`src/rtl/txdom_pkg.sv`:
```
package txdom_pkg;

  typedef enum logic [1:0] {
    TG_OFF  = 2'd0,
    TG_WAIT = 2'd1,
    TG_LIVE = 2'd2,
    TG_TRIP = 2'd3
  } tg_state_e;

  function automatic int unsigned cnt_w(int unsigned lim);
    return (lim < 2) ? 1 : $clog2(lim);
  endfunction

endpackage

```
`src/rtl/txdom_sync.sv`:
```
module txdom_sync #(
  parameter int unsigned STAGES = 2,
  parameter logic        IDLE   = 1'b1
) (
  input  logic clk,
  input  logic rst_n,
  input  logic d,
  output logic q
);
  logic [STAGES-1:0] sr_q;

  for (genvar i = 0; i < STAGES; i++) begin : g_stage
    if (i == 0) begin : g_first
      always_ff @(posedge clk or negedge rst_n) begin
        if (!rst_n) sr_q[0] <= IDLE;
        else        sr_q[0] <= d;
      end
    end else begin : g_next
      always_ff @(posedge clk or negedge rst_n) begin
        if (!rst_n) sr_q[i] <= IDLE;
        else        sr_q[i] <= sr_q[i-1];
      end
    end
  end

  assign q = sr_q[STAGES-1];
endmodule

```
`src/rtl/txdom_runcnt.sv`:
```
module txdom_runcnt #(
  parameter int unsigned LIMIT = 4
) (
  input  logic clk,
  input  logic rst_n,
  input  logic run,
  output logic reached
);
  localparam int unsigned   CW   = txdom_pkg::cnt_w(LIMIT);
  localparam logic [CW-1:0] LAST = CW'(LIMIT - 1);

  logic [CW-1:0] cnt_q;

  // Length of the current run of 'run' cycles, saturating at LIMIT-1.
  always_ff @(posedge clk or negedge rst_n) begin
    if (!rst_n)              cnt_q <= '0;
    else if (!run)           cnt_q <= '0;
    else if (cnt_q != LAST)  cnt_q <= cnt_q + 1'b1;
  end

  // High during the LIMIT-th (or a later) consecutive cycle of the run.
  assign reached = run && (cnt_q == LAST);
endmodule

```
`src/rtl/txdom_ctrl.sv`:
```
module txdom_ctrl
  import txdom_pkg::*;
(
  input  logic clk,
  input  logic rst_n,
  input  logic txd_s,
  input  logic normal_mode,
  input  logic uv_flag,
  input  logic ot_flag,
  input  logic lo_reached,
  input  logic hi_reached,
  output logic lo_run,
  output logic hi_run,
  output logic drv_on,
  output logic to_flag
);
  tg_state_e st_q, st_d;
  logic      trip, rearm, drv_d, flag_d;

  // Low runs are only timed while the driver may actually drive.
  assign lo_run = (st_q == TG_LIVE) && !txd_s;
  assign hi_run = normal_mode && txd_s;

  assign trip  = normal_mode && (st_q == TG_LIVE) && lo_reached;
  assign rearm = normal_mode && (st_q != TG_LIVE) && hi_reached;

  always_comb begin
    st_d = st_q;
    if (!normal_mode) begin
      st_d = TG_OFF;
    end else begin
      unique case (st_q)
        TG_OFF:  st_d = rearm ? TG_LIVE : TG_WAIT;
        TG_WAIT: st_d = rearm ? TG_LIVE : TG_WAIT;
        TG_TRIP: st_d = rearm ? TG_LIVE : TG_TRIP;
        TG_LIVE: st_d = trip  ? TG_TRIP : TG_LIVE;
        default: st_d = TG_OFF;
      endcase
    end
  end

  always_comb begin
    flag_d = to_flag;
    if (trip)       flag_d = 1'b1;
    else if (rearm) flag_d = 1'b0;
  end

  assign drv_d = normal_mode && !uv_flag && !ot_flag && !txd_s &&
                 (st_q == TG_LIVE) && !trip;

  always_ff @(posedge clk or negedge rst_n) begin
    if (!rst_n) begin
      st_q    <= TG_OFF;
      drv_on  <= 1'b0;
      to_flag <= 1'b0;
    end else begin
      st_q    <= st_d;
      drv_on  <= drv_d;
      to_flag <= flag_d;
    end
  end
endmodule

```
`src/rtl/txdom_guard.sv`:
```
module txdom_guard #(
  parameter int unsigned TO_CYC      = 1200000,
  parameter int unsigned RA_CYC      = 220,
  parameter int unsigned SYNC_STAGES = 2,
  parameter bit          TO_EN       = 1'b1
) (
  input  logic clk,
  input  logic rst_n,
  input  logic txd_in,
  input  logic normal_mode,
  input  logic uv_flag,
  input  logic ot_flag,
  output logic drv_on,
  output logic to_flag
);
  // The low counter must see TO_CYC driven cycles before the trip cycle.
  localparam int unsigned LO_LIMIT = TO_CYC + 1;

  logic txd_s, lo_run, hi_run, lo_reached, hi_reached;

  txdom_sync #(.STAGES(SYNC_STAGES), .IDLE(1'b1)) u_sync (
    .clk(clk), .rst_n(rst_n), .d(txd_in), .q(txd_s)
  );

  txdom_runcnt #(.LIMIT(RA_CYC)) u_hi_cnt (
    .clk(clk), .rst_n(rst_n), .run(hi_run), .reached(hi_reached)
  );

  if (TO_EN) begin : g_timeout
    txdom_runcnt #(.LIMIT(LO_LIMIT)) u_lo_cnt (
      .clk(clk), .rst_n(rst_n), .run(lo_run), .reached(lo_reached)
    );
  end else begin : g_no_timeout
    assign lo_reached = 1'b0 & lo_run;
  end

  txdom_ctrl u_ctrl (
    .clk(clk), .rst_n(rst_n), .txd_s(txd_s), .normal_mode(normal_mode),
    .uv_flag(uv_flag), .ot_flag(ot_flag), .lo_reached(lo_reached),
    .hi_reached(hi_reached), .lo_run(lo_run), .hi_run(hi_run),
    .drv_on(drv_on), .to_flag(to_flag)
  );
endmodule

```
`config.mk`:
```
export PLATFORM = sky130hd
export DESIGN_NAME = txdom_guard
export DESIGN_NICKNAME = d
export VERILOG_FILES = /design/src/rtl/txdom_pkg.sv /design/src/rtl/txdom_sync.sv /design/src/rtl/txdom_runcnt.sv /design/src/rtl/txdom_ctrl.sv /design/src/rtl/txdom_guard.sv
export SDC_FILE = /design/constraint.sdc
export NUM_CORES = 1
export LEC_CHECK = 0
export ABC_AREA = 1
export BUFFER_PORTS_ARGS = -buffer_cell sky130_fd_sc_hd__buf_2
export CAP_MARGIN = 10
export CELL_PAD_IN_SITES_DETAIL_PLACEMENT = 1
export CELL_PAD_IN_SITES_GLOBAL_PLACEMENT = 2
export CORE_MARGIN = 8
export CORE_UTILIZATION = 32
export DETAILED_ROUTE_END_ITERATION = 16
export MAX_ROUTING_LAYER = met4
export PLACE_DENSITY = 0.8
export RECOVER_POWER = 50
export SLEW_MARGIN = 20
export SYNTH_ARGS = -nofsm -noshare
export SYNTH_HDL_FRONTEND = slang
export SYNTH_HIERARCHICAL = 1
export SYNTH_SLANG_ARGS = --single-unit
```
`constraint.sdc`:
```
create_clock -name clk -period 1.4 [get_ports clk]
set_input_delay 0 -clock clk [delete_from_list [all_inputs] [get_ports clk]]
set_output_delay 0 -clock clk [all_outputs]
set_load 0.02 [all_outputs]
```
-- After elaboration in Yosys (flattened, before gate mapping)
Index checks and enable logic that the tools add are counted.
- equal/unequal tests: 10
- reductions and logical operators: 20
- multiplexer cells: 11
- $add $sub $neg: 2
- operator list (operator ; number):
    two-way mux 21 bit ; 2
    adder 21 x 1 -> 21 bit, second input constant ; 1
    == test 21 bit, second input constant ; 1
    != test 21 bit, second input constant ; 1
    two-way mux 8 bit ; 2
    logical AND 1 bit ; 13
    adder 8 x 1 -> 8 bit, second input constant ; 1
    == test 8 bit, second input constant ; 1
    != test 8 bit, second input constant ; 1
    != test 2 bit, second input constant ; 3
    case mux 2 bit (3 select lines) ; 1
    == test 2 bit, second input constant ; 2
    zero test 1 bit ; 4
    two-way mux 1 bit ; 4
    two-way mux 2 bit ; 2
    == test 2 x 1 -> 1 bit, second input constant ; 1
    zero test 2 bit ; 1
    nonzero test 2 bit ; 1
    OR reduction 2 bit ; 1
- word-level logic and storage cells: 50
- bits in registers: 35
- input port bits: 6
- output and inout port bits: 2

-- Depth between registers and ports, before layout
Gate-level depths: netlist (run 1).
- word-level depth: 7
- mapped depth: 11
- gate-level depth less buffers: 11

-- Modules after synthesis
Netlist (run 1), hierarchy kept.
- modules (own cells, without submodules) (module ; cells each ; area each (µm²) ; times used ; sequential area each (µm²)):
    txdom_runcnt (g_timeout.u_lo_cnt) ; 201 ; 1348.8 ; 1 ; 525.5
    txdom_runcnt (u_hi_cnt) ; 59 ; 449.2 ; 1 ; 200.2
    txdom_ctrl ; 26 ; 209.0 ; 1 ; 100.1
    txdom_sync ; 2 ; 52.6 ; 1 ; 52.6

-- Least setup slack after synthesis (run 1)
OpenSTA, ideal clock, no wires.
- kind: register -> register
- start point: register g_timeout.u_lo_cnt.cnt_q[0]
- end point: register u_ctrl.drv_on
- arrival: 1222 ps
- setup time: 113 ps
- data required time: 1287 ps
- period minus slack after synthesis: 1335 ps
- cell stages (with the launch flop): 12
- path slack: 65 ps
- path buffers: 0
- cell sequence: dfrtp_1 -> inv_1 -> ha_1 -> nand2_1 -> nor3_1 -> nand4_1 -> nor2_1 -> nand2_1 -> clkinv_1 -> nand2_2 -> nand2_1 -> nor2_2
- longest elaborated chain between the ends: 5
- RTL lines (item ; line ; source):
    from (decl) ; txdom_runcnt.sv:12 ; logic [CW-1:0] cnt_q;
    from (signal assigned) ; txdom_runcnt.sv:18 ; else if (cnt_q != LAST) cnt_q <= cnt_q + 1'b1;
    == test 21 bit ; txdom_runcnt.sv:22 ; assign reached = run && (cnt_q == LAST);
    logical AND 1 bit ; txdom_runcnt.sv:22 ;
    via lo_reached ; txdom_guard.sv:19 ; logic txd_s, lo_run, hi_run, lo_reached, hi_reached;
    logical AND 1 bit ; txdom_ctrl.sv:24 ; assign trip = normal_mode && (st_q == TG_LIVE) && lo_reached;
    zero test 1 bit ; txdom_ctrl.sv:49 ; (st_q == TG_LIVE) && !trip;
    logical AND 1 bit ; txdom_ctrl.sv:49 ;
    via u_ctrl.drv_d ; txdom_ctrl.sv:18 ; logic trip, rearm, drv_d, flag_d;
    to (signal assigned) ; txdom_ctrl.sv:58 ; drv_on <= drv_d;
    to (decl) ; txdom_ctrl.sv:14 ; output logic drv_on,
The timed path passes the listed nets, and every way through them passes these cells.
A chain may end at the register's enable or synchronous reset.

-- Worst setup path after layout (run 1)
- start point: register g_timeout.u_lo_cnt.cnt_q[1]
- end point: register g_timeout.u_lo_cnt.cnt_q[20]
- longest elaborated chain between the ends: 3
- elaborated cells on any way between the ends: 5
- classes of those cells: add/sub: 1; eq/ne: 2; mux: 2
- RTL lines (item ; line ; source):
    adder 21 x 1 -> 21 bit ; txdom_runcnt.sv:18 ;
    two-way mux 21 bit ; txdom_runcnt.sv:18 ;
    two-way mux 21 bit ; txdom_runcnt.sv:17 ; else if (!run) cnt_q <= '0;
Parallel ways exist; a longest one is shown, timed or not. The select of a mux whose other input is x is not followed.

==> results of run 1 <==
## layout by cell type, fill, tap and decap left out, types with 4 or more instances in the layout
cell type / synthesis / routed
nand2_1: 74 / 71
buf_2: 1 / 6
dlygate4sd3_1: 0 / 5
nor2_1: 53 / 47
inv_1: 39 / 36
nor2_2: 6 / 8
nand4_1: 7 / 7
o21ai_0: 10 / 6
xor2_1: 4 / 4
nor2_4: 4 / 8
a21oi_1: 12 / 11
dfrtp_1: 33 / 31
clkbuf_8: 1 / 5
nor3_1: 6 / 4
nand2_2: 8 / 11
nand3_2: 2 / 7
inv_2: 1 / 5
buf_4: 1 / 37
nand3_1: 16 / 11
## final timing paths
path,to,slack (ns),depth (start not counted)
worst max-delay path,g_timeout.u_lo_cnt/cnt_q[20]$_DFFE_PN0P_,-0.02,9
worst min-delay path,u_ctrl/drv_on$_DFF_PN0_,0.07,6
worst max register to register,g_timeout.u_lo_cnt/cnt_q[20]$_DFFE_PN0P_,-0.02,9
worst min register to register,u_sync/q$_DFF_PN1_,0.36,0
max in group asynchronous,g_timeout.u_lo_cnt/cnt_q[1]$_DFFE_PN0P_,0.33,3
min in group asynchronous,g_timeout.u_lo_cnt/cnt_q[3]$_DFFE_PN0P_,0.21,2
## sequential cells by signal, indices dropped and copies added (netlist names)
name	count
g_timeout.u_lo_cnt/cnt_q	21
u_hi_cnt/cnt_q	8
u_ctrl/st_q	2
u_ctrl/drv_on	1
u_ctrl/to_flag	1
u_sync/q	1
u_sync/sr_q	1
## logic make-up (layout without fill, tap and decap cells)
logic type | after synthesis | count (layout) | share of synthesized area
simple gates | 177 | 177 | 0.384
buf+inv | 44 | 99 | 0.0875
flops | 35 | 35 | 0.426
compound gates | 24 | 24 | 0.0608
fa+ha+maj | 4 | 4 | 0.0243
xor+xnor | 4 | 4 | 0.0170
## synth_stat cells, drive strengths merged
master,instances,share of area
nand4,7,0.021
inv,40,0.073
a21oi,12,0.029
nand2,82,0.16
o21a,1,0.0036
nand3,18,0.049
nand3b,1,0.0036
clkbuf,1,0.0067
o21bai,1,0.0036
ha,4,0.024
clkinv,1,0.0018
o21ai,10,0.024
dfstp,2,0.026
buf,2,0.0061
dfrtp,33,0.40
nor2,63,0.14
nor3,6,0.015
xor2,4,0.017
## through the flow
| step | setup TNS (ns) | hold WS (ns) | utilization |
|---|---|---|---|
| floorplan | 0 | -0.296 | - |
| global placement | -0.0131 | -0.0121 | 0.387 |
| detailed placement | -0.184 | -0.0134 | 0.387 |
| CTS | -0.0403 | 0.00648 | 0.417 |
| global route | -1.14 | 0.0829 | 0.428 |
| finish | -0.0430 | 0.0670 | 0.428 |
## area by class of cell
type	count	area (um2)	share of cell area
clock buffer	6	72.6	0.0270
clock inverter	2	12.5	0.00465
inverter	41	154	0.0572
multi-input combinational	209	1100	0.411
sequential	35	881	0.328
tap	77	96.3	0.0358
timing repair buffer	50	368	0.137
## power by group through the flow
stage / registers (mW) / logic, mW / clock network (mW)
after floorplan: 1.05 / 0.0192 / 0
after global placement: 1.04 / 0.0687 / 0
after detailed placement: 1.04 / 0.0692 / 0
after CTS: 1.02 / 0.0813 / 0.781
after global routing: 1.02 / 0.0875 / 0.812
final: 1.02 / 0.0756 / 0.739
## worst register-to-register path, stage by stage, from the launching register on
cell     delay [ns]
dfrtp_2        0.41
ha_2           0.23
nand2_1        0.09
nor2_4         0.10
nand2_2        0.12
nor2_4         0.15
nand2_1        0.07
nand2_1        0.06
nand2_1        0.05
nor2_1         0.08
## repair_timing
action	4_1_cts	5_1_grt
hold buffers	5	0
pin swaps	1	7
gates resized for setup	7	29
endpoints found under the hold margin	20	0
setup buffers	3	1
setup endpoints to repair	9	19
## routing by layer
metal  vias up  GRT usage
li1        999          -
met1       914      0.161
met2        10      0.230
met3         9     0.0218
met4         0     0.0551
met5         -          -
==> flow_metrics.py, run 1 <==
metrics = {
    "run_status": {
        "status": "finished, violations left",
        "violations": "negative setup slack",
    },
    "sta": {
        "hold_viol_final": 0,
        "drv_slew": 0,
        "clock.fmax_mhz": 704,
        "finClkSkew_ns": 0.00777,
        "max-slew-margin-rel": 0.676,
        "rsz0062_at_grt": "true",
        "fin_crit_ns": 1.42,
        "min_period_over_period": 1.01,
        "setup_violations": 5,
        "fin_ws_ns": -0.0196,
        "worst_pin_slew_ns": 0.486,
    },
    "clocking": {
        "cts_tree": "done",
        "cts.sinks": 35,
        "worst_skew_pair.late_latency_ns": 0.29,
        "cts_root_buf": "clkbuf_8",
        "cts_max_level": 2,
        "clk_path_buf_depth": 2,
        "path_clk_slew_ns": 0.07,
        "cts_buffers": 5,
    },
    "power": {
        "p_int_mw": 1.40,
        "pwr-share-clk": 0.402,
        "power_frac_seq": 0.557,
        "power_leakage_nw": 1.23,
        "combinationalPowerShare": 0.041,
        "switching_share": 0.241,
        "ir_drop_uv": 368,
        "switchingPower_mw": 0.442,
        "power_mw": 1.84,
        "p_per_area_nw_per_um2": 684,
    },
    "critical_path": {
        "arrival_ns": 1.64,
        "endpoint_kind": "flop",
        "cp.buffers_inverters": 0,
        "crit_path_cell_trace": "ha_2 -> nand2_1 -> nor2_4 -> nand2_2 -> nor2_4 -> nand2_1 -> nand2_1 -> nand2_1 -> nor2_1",
        "reg2reg_from": "g_timeout.u_lo_cnt/cnt_q[1]$_DFFE_PN0P_",
        "crit_family": "simple AND/OR/NAND/NOR gates",
        "critPathRequiredTime_ns": 1.62,
        "cpMostUsedCell": "nand2_1",
        "startpoint_type": "flop",
        "cpPeakStageDelay_ns": 0.41,
        "cp_slowest_cell": "dfrtp_2",
        "critPathKind": "flop to flop",
        "cp-startpoint": "g_timeout.u_lo_cnt/cnt_q[1]$_DFFE_PN0P_",
        "crit_fanout": 4,
    },
    "placed_design": {
        "dpl_worst_slack_ns": -0.105,
        "placedInstanceArea_um2": 2430,
        "placed_cells": 403,
        "gp_routability_congestion": 0.785,
        "dp_hpwl_um": 4110,
        "io_buffers": 7,
    },
    "final_layout": {
        "diodes": 0,
        "postLayoutCellArea_um2": 2690,
        "fillers": 818,
        "syn2layout_area_growth_pct": 30.6,
        "finalNonFillerCells": 420,
        "drive_gt1_frac": 0.297,
        "nets": 352,
    },
    "detailed_routing": {
        "routed.top_layer": "met4",
        "num_vias": 1932,
        "wl_met3_um": 72,
        "wl_per_cell_um": 13.4,
        "met1_length_um": 2680,
        "vias_per_cell": 4.60,
        "wl_met2_um": 2750,
        "drc": 0,
        "drtPass1Iterations": 4,
        "drt_iter0_markers": 78,
        "ant_nets": 0,
        "wirelength_um": 5610,
    },
    "run": {
        "maxCapViolCount": 0,
    },
    "global_route": {
        "grt_overflow": 0,
        "grt_pass1_vias": 2077,
        "grt_use_total": 0.138,
        "grt_pass1_wl_um": 9620,
        "antenna_found_initial": 0,
        "grt_max_degree": 19,
    },
    "die": {
        "die-area_um2": 9260,
        "die_h_um": 96.2,
        "initial_core_util": 0.328,
        "io_pins": 8,
        "fp-row-count": 29,
        "die_x_um": 96.2,
        "coreArea_um2": 6280,
    },
    "synthesis": {
        "yosysSeqAreaShare": 0.426,
        "synth.avg_cell_area_um2": 7.15,
        "synth_area_um2": 2060,
        "synth_cell_types": 24,
        "synth_warnings": 6,
        "synth_nets": 298,
        "synth_cells": 288,
        "ys_ff_latch": 35,
    },
    "worst_hold_path": {
        "min_path_type": "input port to flop",
        "worstHoldStart": "uv_flag",
    },
}
Note: power is estimated with default switching activity, not from simulation.
==> run 2, diff against run 1 <==
- BUFFER_PORTS_ARGS: -buffer_cell sky130_fd_sc_hd__buf_2 -> default
- CORE_UTILIZATION: 32 -> 33
- DONT_BUFFER_PORTS: default -> 1
==> run 2 against run 1 <==
Net effect:
- the flow finishes with violations (negative hold slack, negative setup slack)
- combinational power shrank 16%
- first-iteration DRC count shrank 46%
- critical endpoint unchanged
- power grew 12%
- final cell count shrank 1.9%
- routed wire length grew 1.1%
- clock power grew 32%
- sequential share of layout area shrank 0.14 points
- critical path depth grew 1
- largest power group unchanged
- critical path type unchanged
- design area grew 0.56%
- count of clock-buffer cells in the layout is the same
==> flow_metrics.py, run 2 (synthesis results as in run 1) <==
metrics = {
    "global_route": {
        "grt_overflow": 0,
        "antenna_found_initial": 0,
        "grt_max_degree": 36,
        "grt_pass1_wl_um": 9780,
        "grt_pass1_vias": 2131,
        "grt_use_total": 0.143,
    },
    "final_layout": {
        "drive_gt1_frac": 0.279,
        "nets": 346,
        "largestRegisters": "g_timeout.u_lo_cnt/cnt_q (21), u_hi_cnt/cnt_q (8), u_ctrl/st_q (2)",
        "final_common_cell": "nand2_1",
        "fillers": 764,
        "largest_reg_flops": 21,
        "final_util": 0.451,
        "finalNonFillerCells": 412,
        "regMostFlops": "g_timeout.u_lo_cnt/cnt_q",
        "diodes": 0,
        "syn2layout_area_growth_pct": 31.3,
        "final_cell_mix": "nand2_1, nor2_1, inv_1",
    },
    "detailed_routing": {
        "wirelength_um": 5670,
        "num_vias": 1953,
        "drt_iter0_markers": 42,
        "wl_per_cell_um": 13.8,
        "ant_nets": 0,
        "vias_per_cell": 4.74,
        "drc": 0,
        "drtPass1Iterations": 4,
    },
    "sta": {
        "drv_slew": 0,
        "fin_crit_ns": 1.44,
        "clock.fmax_mhz": 697,
        "rsz0062_at_grt": "true",
        "hold_viol_final": 4,
        "hold_ws_ns": -0.168,
        "worst_pin_slew_ns": 0.932,
        "fin_ws_ns": -0.0351,
        "finClkSkew_ns": 0.00373,
        "setup_tns_ns": -0.0698,
        "setup_violations": 3,
        "min_period_over_period": 1.03,
        "max-slew-margin-rel": 0.378,
    },
    "critical_path": {
        "critPathRequiredTime_ns": 1.62,
        "arrival_ns": 1.66,
        "crit_fanout": 4,
        "cp-startpoint": "g_timeout.u_lo_cnt/cnt_q[1]$_DFFE_PN0P_",
        "endpoint_kind": "flop",
        "startpoint_type": "flop",
        "critPathKind": "flop to flop",
        "reg2reg_from": "g_timeout.u_lo_cnt/cnt_q[1]$_DFFE_PN0P_",
    },
    "worst_hold_path": {
        "min_path_type": "input port to flop",
        "worstHoldStart": "normal_mode",
    },
    "die": {
        "io_pins": 8,
        "die_x_um": 95,
        "die-area_um2": 9030,
        "die_h_um": 95,
        "initial_core_util": 0.344,
        "fp-row-count": 28,
        "coreArea_um2": 5990,
    },
    "run": {
        "maxCapViolCount": 0,
    },
    "clocking": {
        "cts.sinks": 35,
        "cts_max_level": 2,
        "cts_root_buf": "clkbuf_8",
        "cts_buffers": 5,
        "clk_path_buf_depth": 2,
        "cts_tree": "done",
        "worst_skew_pair.late_latency_ns": 0.29,
        "postCtsHoldBufs": 5,
        "path_clk_slew_ns": 0.07,
    },
    "run_status": {
        "status": "finished, violations left",
        "violations": "negative hold slack, negative setup slack",
    },
    "placed_design": {
        "placed_cells": 393,
        "io_buffers": 0,
        "gp_routability_congestion": 0.768,
        "dpl_worst_slack_ns": -0.0835,
        "dp_hpwl_um": 4170,
    },
    "power": {
        "ir_drop_uv": 382,
        "p_per_area_nw_per_um2": 763,
        "power_leakage_nw": 1.25,
    },
}
-- run 2: final timing paths --
check | to | slack (ns) | cells after the start
max in group asynchronous | g_timeout.u_lo_cnt/cnt_q[4]$_DFFE_PN0P_ | 0.36 | 2
worst max register to register | g_timeout.u_lo_cnt/cnt_q[20]$_DFFE_PN0P_ | -0.04 | 10
worst max-delay path | g_timeout.u_lo_cnt/cnt_q[20]$_DFFE_PN0P_ | -0.04 | 10
worst min register to register | u_sync/q$_DFF_PN1_ | 0.36 | 0
min in group asynchronous | g_timeout.u_lo_cnt/cnt_q[17]$_DFFE_PN0P_ | 0.39 | 2
worst min-delay path | u_ctrl/st_q[1]$_DFF_PN0_ | -0.17 | 1
-- run 2: power breakdown --
group	switching [mW]	total (mW)	leakage, nW	internal [mW]
logic	0.0416	0.0632	0.714	0.0216
clock network	0.399	0.975	0.0612	0.577
registers	0.00451	1.02	0.474	1.02
-- run 2: through the flow --
stage	cell area, um2	power [mW]
finish	2700	2.06
CTS	2630	2.10
global route	2700	2.14
detailed placement	2370	1.08
global placement	2370	1.07
floorplan	2060	1.06
-- run 2: repair_timing --
action,in CTS,in global routing
buffers inserted,4,3
hold endpoints to repair,40,4
endpoints found under the setup margin,11,18
pin swaps,6,12
resized for setup,12,19
-- run 2: final cells by class --
cell class,instances,area [um2],area share
multi-input cells,209,1100,0.406
inverters,41,154,0.0569
clock inverters,2,35.0,0.0130
repair buffers,44,358,0.132
flip-flops and latches,35,882,0.326
clock buffers,6,82.6,0.0305
well taps,75,93.8,0.0347
-- run 2: critical path: stages (launching register included) --
cell     delay, ns
dfrtp_2       0.42
buf_12        0.11
ha_4          0.15
nand2_4       0.05
nor2_4        0.12
nand2_4       0.09
nor2_4        0.15
nand2_1       0.08
nand2_1       0.06
nand2_1       0.05
nor2_1        0.09
-- run 2: layer usage --
metal | GRT usage | share of wire | vias up | routed length [um]
li1 | - | - | 989 | -
met1 | 0.160 | 0.45 | 941 | 2580
met2 | 0.248 | 0.51 | 14 | 2890
met3 | 0.0310 | 0.021 | 9 | 118
met4 | 0.0416 | 0.016 | 0 | 90
met5 | - | 0 | - | 0
